[src/rtl/xchg_pkg.sv]
package xchg_pkg;
  localparam int unsigned OPC_W    = 13;
  localparam int unsigned PAGE_W   = 8;
  localparam logic [9:0]  FAMILY   = 10'b10_0001_1111;

  typedef enum logic [1:0] {ST_IDLE, ST_READ, ST_WRITE} xchg_state_e;

  typedef struct packed {
    logic              sel_b;
    logic              sel_y;
    logic              post_inc;
    logic              use_page;
    logic [PAGE_W-1:0] imm;
  } xchg_cmd_t;

  function automatic logic in_family(input logic [OPC_W-1:0] op);
    return op[OPC_W-1:3] == FAMILY;
  endfunction
endpackage

[src/rtl/xchg_decode.sv]
module xchg_decode
  import xchg_pkg::*;
(
  input  logic [OPC_W-1:0]  opcode,
  input  logic              ext_active,
  input  logic [PAGE_W-1:0] ext_imm,
  output logic              hit,
  output xchg_cmd_t         cmd
);
  always_comb begin
    hit          = in_family(opcode);
    cmd.sel_b    = opcode[2];
    cmd.sel_y    = opcode[1];
    cmd.post_inc = opcode[0];
    // page addressing is only legal on the plain forms
    cmd.use_page = ext_active && !opcode[0];
    cmd.imm      = ext_imm;
  end
endmodule

[src/rtl/xchg_ctrl.sv]
module xchg_ctrl
  import xchg_pkg::*;
(
  input  logic      clk,
  input  logic      rst_n,
  input  logic      instr_valid,
  input  logic      hit,
  input  xchg_cmd_t cmd_in,
  output logic      instr_ready,
  output xchg_cmd_t cmd_q,
  output logic      rd_phase,
  output logic      wr_phase
);
  xchg_state_e state_q;
  logic        accept;

  assign instr_ready = (state_q == ST_IDLE);
  assign accept      = instr_valid && instr_ready && hit;
  assign rd_phase    = (state_q == ST_READ);
  assign wr_phase    = (state_q == ST_WRITE);

  always_ff @(posedge clk) begin
    if (!rst_n) begin
      state_q <= ST_IDLE;
      cmd_q   <= '0;
    end else begin
      unique case (state_q)
        ST_IDLE:  if (accept) begin
                    state_q <= ST_READ;
                    cmd_q   <= cmd_in;
                  end
        ST_READ:  state_q <= ST_WRITE;
        ST_WRITE: state_q <= ST_IDLE;
        default:  state_q <= ST_IDLE;
      endcase
    end
  end
endmodule

[src/rtl/xchg_regs.sv]
module xchg_regs #(
  parameter int unsigned DATA_W = 4,
  parameter int unsigned ADDR_W = 16,
  parameter logic [ADDR_W-1:0] X_INIT = '0,
  parameter logic [ADDR_W-1:0] Y_INIT = '0
) (
  input  logic              clk,
  input  logic              rst_n,
  input  logic              commit,
  input  logic              sel_b,
  input  logic              sel_y,
  input  logic              post_inc,
  input  logic [DATA_W-1:0] load_data,
  output logic [DATA_W-1:0] data_sel,
  output logic [ADDR_W-1:0] idx_sel,
  output logic [DATA_W-1:0] data_a,
  output logic [DATA_W-1:0] data_b,
  output logic [ADDR_W-1:0] index_x,
  output logic [ADDR_W-1:0] index_y
);
  localparam int unsigned NREG = 2;

  logic [DATA_W-1:0] data_q [NREG];
  logic [ADDR_W-1:0] idx_q  [NREG];

  for (genvar g = 0; g < NREG; g++) begin : g_reg
    localparam logic [ADDR_W-1:0] RST_IDX = (g == 0) ? X_INIT : Y_INIT;

    always_ff @(posedge clk) begin
      if (!rst_n)
        data_q[g] <= '0;
      else if (commit && (sel_b == 1'(g)))
        data_q[g] <= load_data;
    end

    always_ff @(posedge clk) begin
      if (!rst_n)
        idx_q[g] <= RST_IDX;
      else if (commit && post_inc && (sel_y == 1'(g)))
        idx_q[g] <= idx_q[g] + 1'b1;
    end
  end

  assign data_sel = data_q[sel_b];
  assign idx_sel  = idx_q[sel_y];
  assign data_a   = data_q[0];
  assign data_b   = data_q[1];
  assign index_x  = idx_q[0];
  assign index_y  = idx_q[1];
endmodule

[src/rtl/xchg_unit.sv]
module xchg_unit
  import xchg_pkg::*;
#(
  parameter int unsigned DATA_W = 4,
  parameter int unsigned ADDR_W = 16,
  parameter logic [ADDR_W-1:0] X_INIT = '0,
  parameter logic [ADDR_W-1:0] Y_INIT = '0
) (
  input  logic              clk,
  input  logic              rst_n,
  input  logic              instr_valid,
  output logic              instr_ready,
  input  logic [OPC_W-1:0]  opcode,
  input  logic              ext_active,
  input  logic [PAGE_W-1:0] ext_imm,
  output logic              ext_consume,
  output logic [ADDR_W-1:0] mem_addr,
  output logic              mem_rd_en,
  input  logic [DATA_W-1:0] mem_rdata,
  output logic              mem_wr_en,
  output logic [DATA_W-1:0] mem_wdata,
  output logic              done,
  output logic [DATA_W-1:0] reg_a,
  output logic [DATA_W-1:0] reg_b,
  output logic [ADDR_W-1:0] idx_x,
  output logic [ADDR_W-1:0] idx_y
);
  localparam int unsigned HI_W = ADDR_W - PAGE_W;

  xchg_cmd_t         cmd_dec, cmd_q;
  logic              hit, rd_phase, wr_phase;
  logic [DATA_W-1:0] data_sel;
  logic [ADDR_W-1:0] idx_sel;

  xchg_decode u_dec (
    .opcode     (opcode),
    .ext_active (ext_active),
    .ext_imm    (ext_imm),
    .hit        (hit),
    .cmd        (cmd_dec)
  );

  xchg_ctrl u_ctrl (
    .clk         (clk),
    .rst_n       (rst_n),
    .instr_valid (instr_valid),
    .hit         (hit),
    .cmd_in      (cmd_dec),
    .instr_ready (instr_ready),
    .cmd_q       (cmd_q),
    .rd_phase    (rd_phase),
    .wr_phase    (wr_phase)
  );

  xchg_regs #(
    .DATA_W (DATA_W),
    .ADDR_W (ADDR_W),
    .X_INIT (X_INIT),
    .Y_INIT (Y_INIT)
  ) u_regs (
    .clk       (clk),
    .rst_n     (rst_n),
    .commit    (wr_phase),
    .sel_b     (cmd_q.sel_b),
    .sel_y     (cmd_q.sel_y),
    .post_inc  (cmd_q.post_inc),
    .load_data (mem_rdata),
    .data_sel  (data_sel),
    .idx_sel   (idx_sel),
    .data_a    (reg_a),
    .data_b    (reg_b),
    .index_x   (idx_x),
    .index_y   (idx_y)
  );

  // bottom page for X (upper bits 0), top page for Y (upper bits 1)
  assign mem_addr    = cmd_q.use_page ? {{HI_W{cmd_q.sel_y}}, cmd_q.imm} : idx_sel;
  assign mem_rd_en   = rd_phase;
  assign mem_wr_en   = wr_phase;
  assign mem_wdata   = data_sel;
  assign done        = wr_phase;
  assign ext_consume = wr_phase;
endmodule

[config.mk]
export PLATFORM = sky130hd
export DESIGN_NAME = xchg_unit
export DESIGN_NICKNAME = d
export VERILOG_FILES = /design/src/rtl/xchg_pkg.sv /design/src/rtl/xchg_decode.sv /design/src/rtl/xchg_ctrl.sv /design/src/rtl/xchg_regs.sv /design/src/rtl/xchg_unit.sv
export SDC_FILE = /design/constraint.sdc
export NUM_CORES = 1
export LEC_CHECK = 0
export BUFFER_PORTS_ARGS = -buffer_cell sky130_fd_sc_hd__buf_2
export CAP_MARGIN = 20
export CORE_ASPECT_RATIO = 1.1
export CORE_UTILIZATION = 54
export CTS_CLUSTER_DIAMETER = 30
export DETAILED_ROUTE_END_ITERATION = 8
export GPL_ROUTABILITY_DRIVEN = 1
export PLACE_DENSITY_LB_ADDON = 0.12
export RECOVER_POWER = 25
export SETUP_SLACK_MARGIN = 0.05
export SYNTH_ARGS = -nofsm -noshare
export SYNTH_HDL_FRONTEND = slang
export SYNTH_SLANG_ARGS = --single-unit
[constraint.sdc]
create_clock -name clk -period 4.6 [get_ports clk]
set_clock_uncertainty 0.15 [all_clocks]
set_input_delay 0.69 -clock clk [delete_from_list [all_inputs] [get_ports clk]]
set_output_delay 0.69 -clock clk [all_outputs]
set_load 0.05 [all_outputs]
==> results of run 1 <==
## cell families (layout without fill, tap and decap cells)
group,after synthesis,in the layout
compound gates,44,44
xor+xnor,21,21
fa+ha+maj,2,2
buf+inv,28,108
flops,56,56
mux,13,13
simple gates,153,153
## per-layer routing
layer  share of wire [%]  up-vias  wire [µm]
li1                    -     1275          -
met1                  44     1189       2940
met2                  51       88       3420
met3                 5.0        8        336
met4                0.76        0         51
met5                   0        -          0
## stage by stage
step	util, %	cell area [µm²]	setup slack, ps
floorplan	-	3040	1650
global placement	64.7	3490	2080
detailed placement	64.7	3490	2070
CTS	66.7	3600	1720
global route	66.0	3560	1530
finish	66.0	3560	1710
## placed cells by master (no fill, tap or decap), types with 6 or more instances in the layout
cell type,Yosys,layout
a211oi_1,8,8
a21oi_1,6,6
and2_1,11,9
buf_2,4,64
clkbuf_1,13,29
dfxtp_1,16,16
edfxtp_1,40,40
inv_1,6,6
mux2i_1,8,8
nand2_1,31,31
nand3_1,25,25
nand4_1,8,8
nor2_1,39,39
nor2b_1,11,11
o21ai_0,29,28
xnor2_1,13,13
xor2_1,8,8
## critical path, stage by stage, from the launching register on
cell and delay [ps]:
dfxtp_1 850, nor2b_1 540, nor2_1 110, buf_2 230
## path summary, 6_finish.rpt
kind / cells past startpoint / end / slack (ps)
hold / removal: 2 / u_ctrl.cmd_q[3]$_SDFFE_PN0N_ / 310
hold reg to reg: 2 / u_ctrl.cmd_q[3]$_SDFFE_PN0N_ / 310
setup reg to reg: 4 / u_regs.idx_q[1][15]$_SDFFCE_PN0P_ / 2280
setup / recovery: 3 / mem_addr[8] / 1710
## where the power goes
part           total (mW)  leakage, nW  switching (mW)  internal [mW]
registers           0.569        0.542          0.0188          0.551
logic               0.124        0.702          0.0937         0.0302
clock network       0.306       0.0523           0.167          0.140
total                1.00         1.30           0.279          0.720
## state kept, by name, indices dropped and copies added (netlist names), named ones only
register,cells
u_regs.idx_q,32
u_ctrl.cmd_q,12
u_ctrl.state_q,2
u_regs.data_q,8
## final cells by class
type                       instances  area, µm²
inverter                           6       22.5
timing repair buffer              94        437
fill                             500       1830
clock inverter                     2       12.5
tap                               75       93.8
sequential                        56       1520
multi-input combinational        233       1380
clock buffer                       6       93.8
==> metrics.csv, run 1 <==
metric,value,unit
status,completed,
Synth Area in Adders,0.823,%
asr flop ratio synth,0,%
largest net degree at the start of global routing,35,
VDD IR max,0.200,mV
Die X-Extent,73.5,µm
simple logic cell fraction of the synthesized area,26.1,%
Slew Limit Headroom,18.2,%
drt via density,5.42,
routed len/inst,14.3,µm
Final ANT Viol Nets,0,
max-slew violation count,0,
Setup TNS,0,ps
GRT busiest layer,met2,
H-tree Lvls,2,
routed via count,2560,
largest family of logic cells by synthesized area,simple AND/OR/NAND/NOR gates,
Post-CTS Setup Bufs,0,
Netlist Area Pre-Place,0.00304,mm²
M1 GR Usage,29.6,%
worst reg2reg startpoint,u_ctrl.state_q[1]$_SDFFE_PN0P_,
worst-path fanout max,26,
Die ar.,0.00593,mm²
Post-synth EDFFs,40,
Placed Cells,464,
Post-CTS Hold Fix Bufs,0,
All-Layer GR Usage,22.8,%
clk slew on worst S/H paths,100,ps
Fmax,345,MHz
core box area,0.00540,mm²
initial antenna violation count,0,
ys flop type,edfxtp_1,
# port buffers,93,
Yosys cell types,36,
Crit Path Class,flop to output port,
most instantiated cells after synthesis,"40 x edfxtp_1, 39 x nor2_1, 31 x nand2_1",
vias in the first global route,2142,
final setup fails,0,
first-pass GRT wire length,10300,µm
dpl hpwl,4800,µm
sequential-to-total area share from yosys stat,50.1,%
critical path required time,3760,ps
Worst Min Path Start,u_ctrl.cmd_q[3]$_SDFFE_PN0N_,
ratio of cells with drive above 1 in the final layout,21.2,%
"top cells by area, synth","edfxtp_1 40%, dfxtp_1 11%, nor2_1 4.8%",
Die H,80.7,µm
CP Capture Type,output port,
Initial Utilization,56.3,%
Hold Slack,314,ps
num rows,28,
Synth Warn #,0,
clock sink count,56,
Seq cells post-synth,56,
Lkg Pwr,1.30,nW
min Tclk post-route,2890,ps
CP startpoint,u_ctrl.cmd_q[8]$_SDFFE_PN0N_,
TritonRoute pass-1 iters,4,
worst hold path class,flop to flop,
CTS tree,yes,
number of remaining DRC errors,0,
setup repair after global routing missed its margin,no,
Tot Pwr,1000,µW
"Net count, final",427,
CP Launch Type,flop,
Synth top area share,39.5,%
CTS Buf Count,5,
Syn Area/Cell,9.59,µm²
Post-Syn Instances,317,
most frequent cell after synthesis,edfxtp_1,
overflow left after global routing,0,
actual slew at the worst max-slew pin,1230,ps
Final Hold Vio Count,0,
Post-Synth XOR/XNOR Area,6.05,%
total power per unit cell area,281,mW/mm²
CTS max path bufs,2,
IO Count,94,
Iter 0 DRT Violations,96,
Area Growth Syn to Fin,17.2,%
"Net Count, Synth",348,
Worst Path Arrival,2050,ps
Synth Area in Compound Gates,7.99,%
final cell count without fillers,472,
Worst-Skew Late Latency,310,ps
dominant cell type by area after synthesis,edfxtp_1,
Tcrit/Tclk final,62.9,%
routability cong.,0.833,
CTS resizes,0,
# diodes,0,
Max Cap Violations,0,
met3 GRT Util,3.89,%
Root Buffer,clkbuf_8,
met2 Resource Use GR,39.8,%
WL final,6750,µm
mux share of post-synthesis cell area,4.49,%
Power figures use the tool's default switching activity.
==> inputs of run 2 (changes only) <==
- CORE_UTILIZATION: 54 -> 51
- clock period: 4.6 -> 3 ns (I/O delays scaled with it)
==> metrics.csv, run 2 (same netlist as run 1, synthesis figures left out) <==
metric,value,unit
critical path required time,2400,ps
WL final,6580,µm
setup repair after global routing missed its margin,no,
actual slew at the worst max-slew pin,742,ps
clock sink count,56,
Worst-Skew Late Latency,300,ps
IO Count,94,
Die ar.,0.00627,mm²
"commonest non-fill, non-tap cells in the layout","60 x buf_2, 40 x edfxtp_1, 39 x nor2_1, 34 x clkbuf_1, 31 x nand2_1",
min Tclk post-route,2330,ps
first-pass GRT wire length,10800,µm
worst hold path class,primary input to flop,
total power per unit cell area,428,mW/mm²
num rows,29,
All-Layer GR Usage,22.4,%
# port buffers,93,
initial antenna violation count,0,
Worst Min Path Start,ext_imm[1],
CTS Buf Count,5,
CP Launch Type,flop,
Post-CTS Setup Bufs,0,
vias in the first global route,2336,
Lkg Pwr,1.30,nW
Iter 0 DRT Violations,84,
"Slowest-stage cell, CP",dfxtp_1,
Initial Utilization,52.7,%
Die X-Extent,75.6,µm
"commonest non-fill, non-tap cell in the layout",buf_2,
CTS tree,yes,
Biggest register,u_regs.idx_q,
worst reg2reg startpoint,u_ctrl.state_q[1]$_SDFFE_PN0P_,
fill cell count,534,
Final ANT Viol Nets,0,
Tot Pwr,1.54,mW
drt via density,5.30,
Top Registers,"u_regs.idx_q (32), u_ctrl.cmd_q (12), u_regs.data_q (8)",
TritonRoute pass-1 iters,4,
"Net count, final",431,
Setup TNS,0,ps
CP bufs+invs,2,
Tcrit/Tclk final,77.7,%
max-slew violation count,0,
dpl hpwl,4800,µm
Root Buffer,clkbuf_8,
H-tree Lvls,2,
worst-path fanout max,17,
final core occ,62.3,%
clk slew on worst S/H paths,100,ps
CTS resizes,0,
Crit path largest cell delay,580,ps
Crit Path Class,flop to output port,
core box area,0.00577,mm²
largest net degree at the start of global routing,28,
Slew Limit Headroom,50.5,%
Fmax,429,MHz
CP Capture Type,output port,
Max Cap Violations,0,
Area Growth Syn to Fin,18.2,%
Final Hold Vio Count,0,
status,completed,
VDD IR max,0.291,mV
ratio of cells with drive above 1 in the final layout,20.4,%
max reg flops,32,
routed len/inst,13.8,µm
Die H,83.0,µm
worst path cell trace,buf_4 > nor2b_1 > a211oi_1 > nor2_1 > buf_2,
# diodes,0,
number of remaining DRC errors,0,
Post-CTS Hold Fix Bufs,0,
routability cong.,0.778,
routed via count,2534,
CTS max path bufs,2,
overflow left after global routing,0,
final setup fails,0,
"Largest delay share family, worst path",flip-flops,
Worst Path Arrival,1730,ps
## run 2: cell count changes in the layout (fill, tap and decap cells not counted), sizes merged
cell	delta
buf	-1
clkbuf	+6
clkinvlp	-1
## run 2: worst register-to-register path: cells and delay by family (launching register included)
family	cells	cell delay (ps)
AND/OR/NAND/NOR	3	1190
flip-flops	1	350
## run 2: worst paths after layout
check | to | slack, ps | cells past startpoint
setup / recovery | mem_addr[8] | 670 | 5
hold / removal | u_ctrl.cmd_q[1]$_SDFFE_PN0N_ | 210 | 3
hold reg to reg | u_ctrl.cmd_q[4]$_SDFFE_PN0N_ | 320 | 2
setup reg to reg | u_regs.idx_q[1][12]$_SDFFCE_PN0P_ | 950 | 3
## run 2: final cells by class
| cell class | count | area (µm²) | share of cell area [%] |
|---|---|---|---|
| clock buffers | 7 | 108 | 3.00 |
| clock inverters | 1 | 3.75 | 0.104 |
| inverters | 6 | 22.5 | 0.627 |
| multi-input cells | 233 | 1380 | 38.5 |
| flip-flops and latches | 56 | 1520 | 42.4 |
| well taps | 77 | 96.3 | 2.68 |
| repair buffers | 98 | 458 | 12.7 |
## run 2: metal layers
metal	GRT usage, %	up-vias	routed length [µm]
li1	-	1283	-
met3	3.52	7	316
met5	0	-	0
met2	39.1	89	3270
met4	6.23	0	76
met1	28.1	1155	2920
## run 2: power breakdown
part / switching [mW] / internal (mW) / total (mW)
registers: 0.0295 / 0.844 / 0.874
logic: 0.144 / 0.0462 / 0.190
clock network: 0.237 / 0.236 / 0.472
total: 0.410 / 1.13 / 1.54
## run 2: per-stage QoR
stage          worst slack (ps)  hold WS [ps]  cells  area (µm²)
6_report                    668           208    478        3590
5_1_grt                     515           228    478        3590
4_1_cts                     657           209    478        3640
3_5_place_dp                961           305    470        3530
3_3_place_gp                973           295    470        3530
2_1_floorplan               289           286    317        3040
==> inputs of run 3 (changes only) <==
- CORE_UTILIZATION: 51 -> 46
- clock period: 3 -> 2 ns (I/O delays scaled with it)
==> metrics.csv, run 3 (same netlist as run 1, synthesis figures left out) <==
metric,value,unit
status,completed,
Hold Slack,39.9,ps
setup repair after global routing missed its margin,yes,
final setup fails,0,
placed cell areas,0.00374,mm²
core box area,0.00627,mm²
Top Registers,"u_regs.idx_q (32), u_ctrl.cmd_q (12), u_regs.data_q (8)",
overflow left after global routing,0,
Die X-Extent,79.5,µm
Fmax,528,MHz
Net Sw Frac,29.8,%
Tcrit/Tclk final,94.8,%
CTS Buf Count,5,
# diodes,0,
Die ar.,0.00694,mm²
CP Capture Type,output port,
CP Launch Type,flop,
H-tree Lvls,2,
Die H,87.3,µm
Worst-Skew Late Latency,320,ps
first-pass GRT wire length,11400,µm
switching power,686,µW
critical path required time,1550,ps
worst hold path class,primary input to flop,
worst setup margin,105,ps
"commonest non-fill, non-tap cells in the layout","76 x buf_2, 40 x edfxtp_1, 31 x nor2_1, 31 x nand2_1, 27 x buf_4",
Flop pwr share,56.1,%
Placed Cells,488,
dpl hpwl,5220,µm
# port buffers,93,
Worst Path Arrival,1450,ps
Root Buffer,clkbuf_8,
Area Growth Syn to Fin,30.2,%
Biggest register,u_regs.idx_q,
"Net count, final",456,
"Design Area, Final",0.00396,mm²
Max Cap Violations,0,
dpl ws,217,ps
clock sink count,56,
Crit Path Class,flop to output port,
Initial Utilization,48.5,%
routed len/inst,14.4,µm
Clk pwr share,29.3,%
IO Count,94,
VDD IR max,0.414,mV
WL final,7310,µm
clk slew on worst S/H paths,110,ps
final core occ,63.1,%
initial antenna violation count,0,
number of remaining DRC errors,0,
Lkg Pwr,1.53,nW
vias in the first global route,2343,
min Tclk post-route,1900,ps
Final Hold Vio Count,0,
hold depth,3,
largest net degree at the start of global routing,28,
routability cong.,0.755,
worst-path fanout max,14,
Internal,1.62,mW
All-Layer GR Usage,21.5,%
CTS tree,yes,
combinational share of power,14.6,%
"commonest non-fill, non-tap cell in the layout",buf_2,
actual slew at the worst max-slew pin,603,ps
Post-CTS Hold Fix Bufs,0,
TritonRoute pass-1 iters,4,
max reg flops,32,
CTS max path bufs,2,
R2R depth,5,
Iter 0 DRT Violations,136,
drt via density,5.23,
routed via count,2644,
num rows,30,
final cell count without fillers,506,
max-slew violation count,0,
Final ANT Viol Nets,0,
total power per unit cell area,582,mW/mm²
ratio of cells with drive above 1 in the final layout,37.3,%
Slew Limit Headroom,60.0,%
==> run 3: worst max-delay path, stage by stage, from the launching register on <==
cell	delay, ps
dfxtp_4	410
buf_4	240
nand2_1	100
o21ai_2	80
buf_2	280
==> run 3: stage by stage <==
stage	power (mW)	setup TNS [ps]
4_1_cts	2.31	0
3_3_place_gp	1.64	0
2_1_floorplan	1.55	-297
5_1_grt	2.37	0
3_5_place_dp	1.65	0
6_report	2.30	0
==> run 3: layer usage <==
layer  vias to the layer above  share of wire (%)  GRT usage [%]
li1                       1341                  -              -
met1                      1223                 45           27.8
met2                        72                 49           36.1
met3                         8                4.4           3.46
met4                         0                1.1           7.93
met5                         -                  0              0
==> run 3: final cells by class <==
cell class | count | area (µm²)
fillers | 565 | 2310
flip-flops and latches | 56 | 1530
multi-input cells | 233 | 1500
repair buffers | 123 | 704
well taps | 80 | 100
clock buffers | 5 | 68.8
clock inverters | 3 | 26.3
inverters | 6 | 22.5
==> run 3: worst paths after layout <==
kind                                             to                         startpoint  slack (ps)
setup / recovery                        mem_addr[6]       u_ctrl.cmd_q[8]$_SDFFE_PN0N_         100
hold / removal         u_ctrl.cmd_q[4]$_SDFFE_PN0N_                         ext_imm[4]          40
setup reg to reg  u_regs.idx_q[0][15]$_SDFFCE_PN0P_  u_regs.idx_q[0][10]$_SDFFCE_PN0P_         190
hold reg to reg        u_ctrl.cmd_q[0]$_SDFFE_PN0N_       u_ctrl.cmd_q[0]$_SDFFE_PN0N_         310
==> run 3: power groups by stage <==
stage | Sequential [mW] | Clock (mW) | Combinational [mW]
detailed placement | 1.33 | 0 | 0.320
global route | 1.30 | 0.724 | 0.353
floorplan | 1.42 | 0 | 0.125
global placement | 1.32 | 0 | 0.319
finish | 1.29 | 0.675 | 0.335
CTS | 1.30 | 0.685 | 0.326
==> run 3: repair_timing <==
action	in CTS	in global routing
resized for setup	1	14
gates cloned	0	1
hold endpoints to repair	0	0
buffers inserted	3	6
setup endpoints to repair	11	16
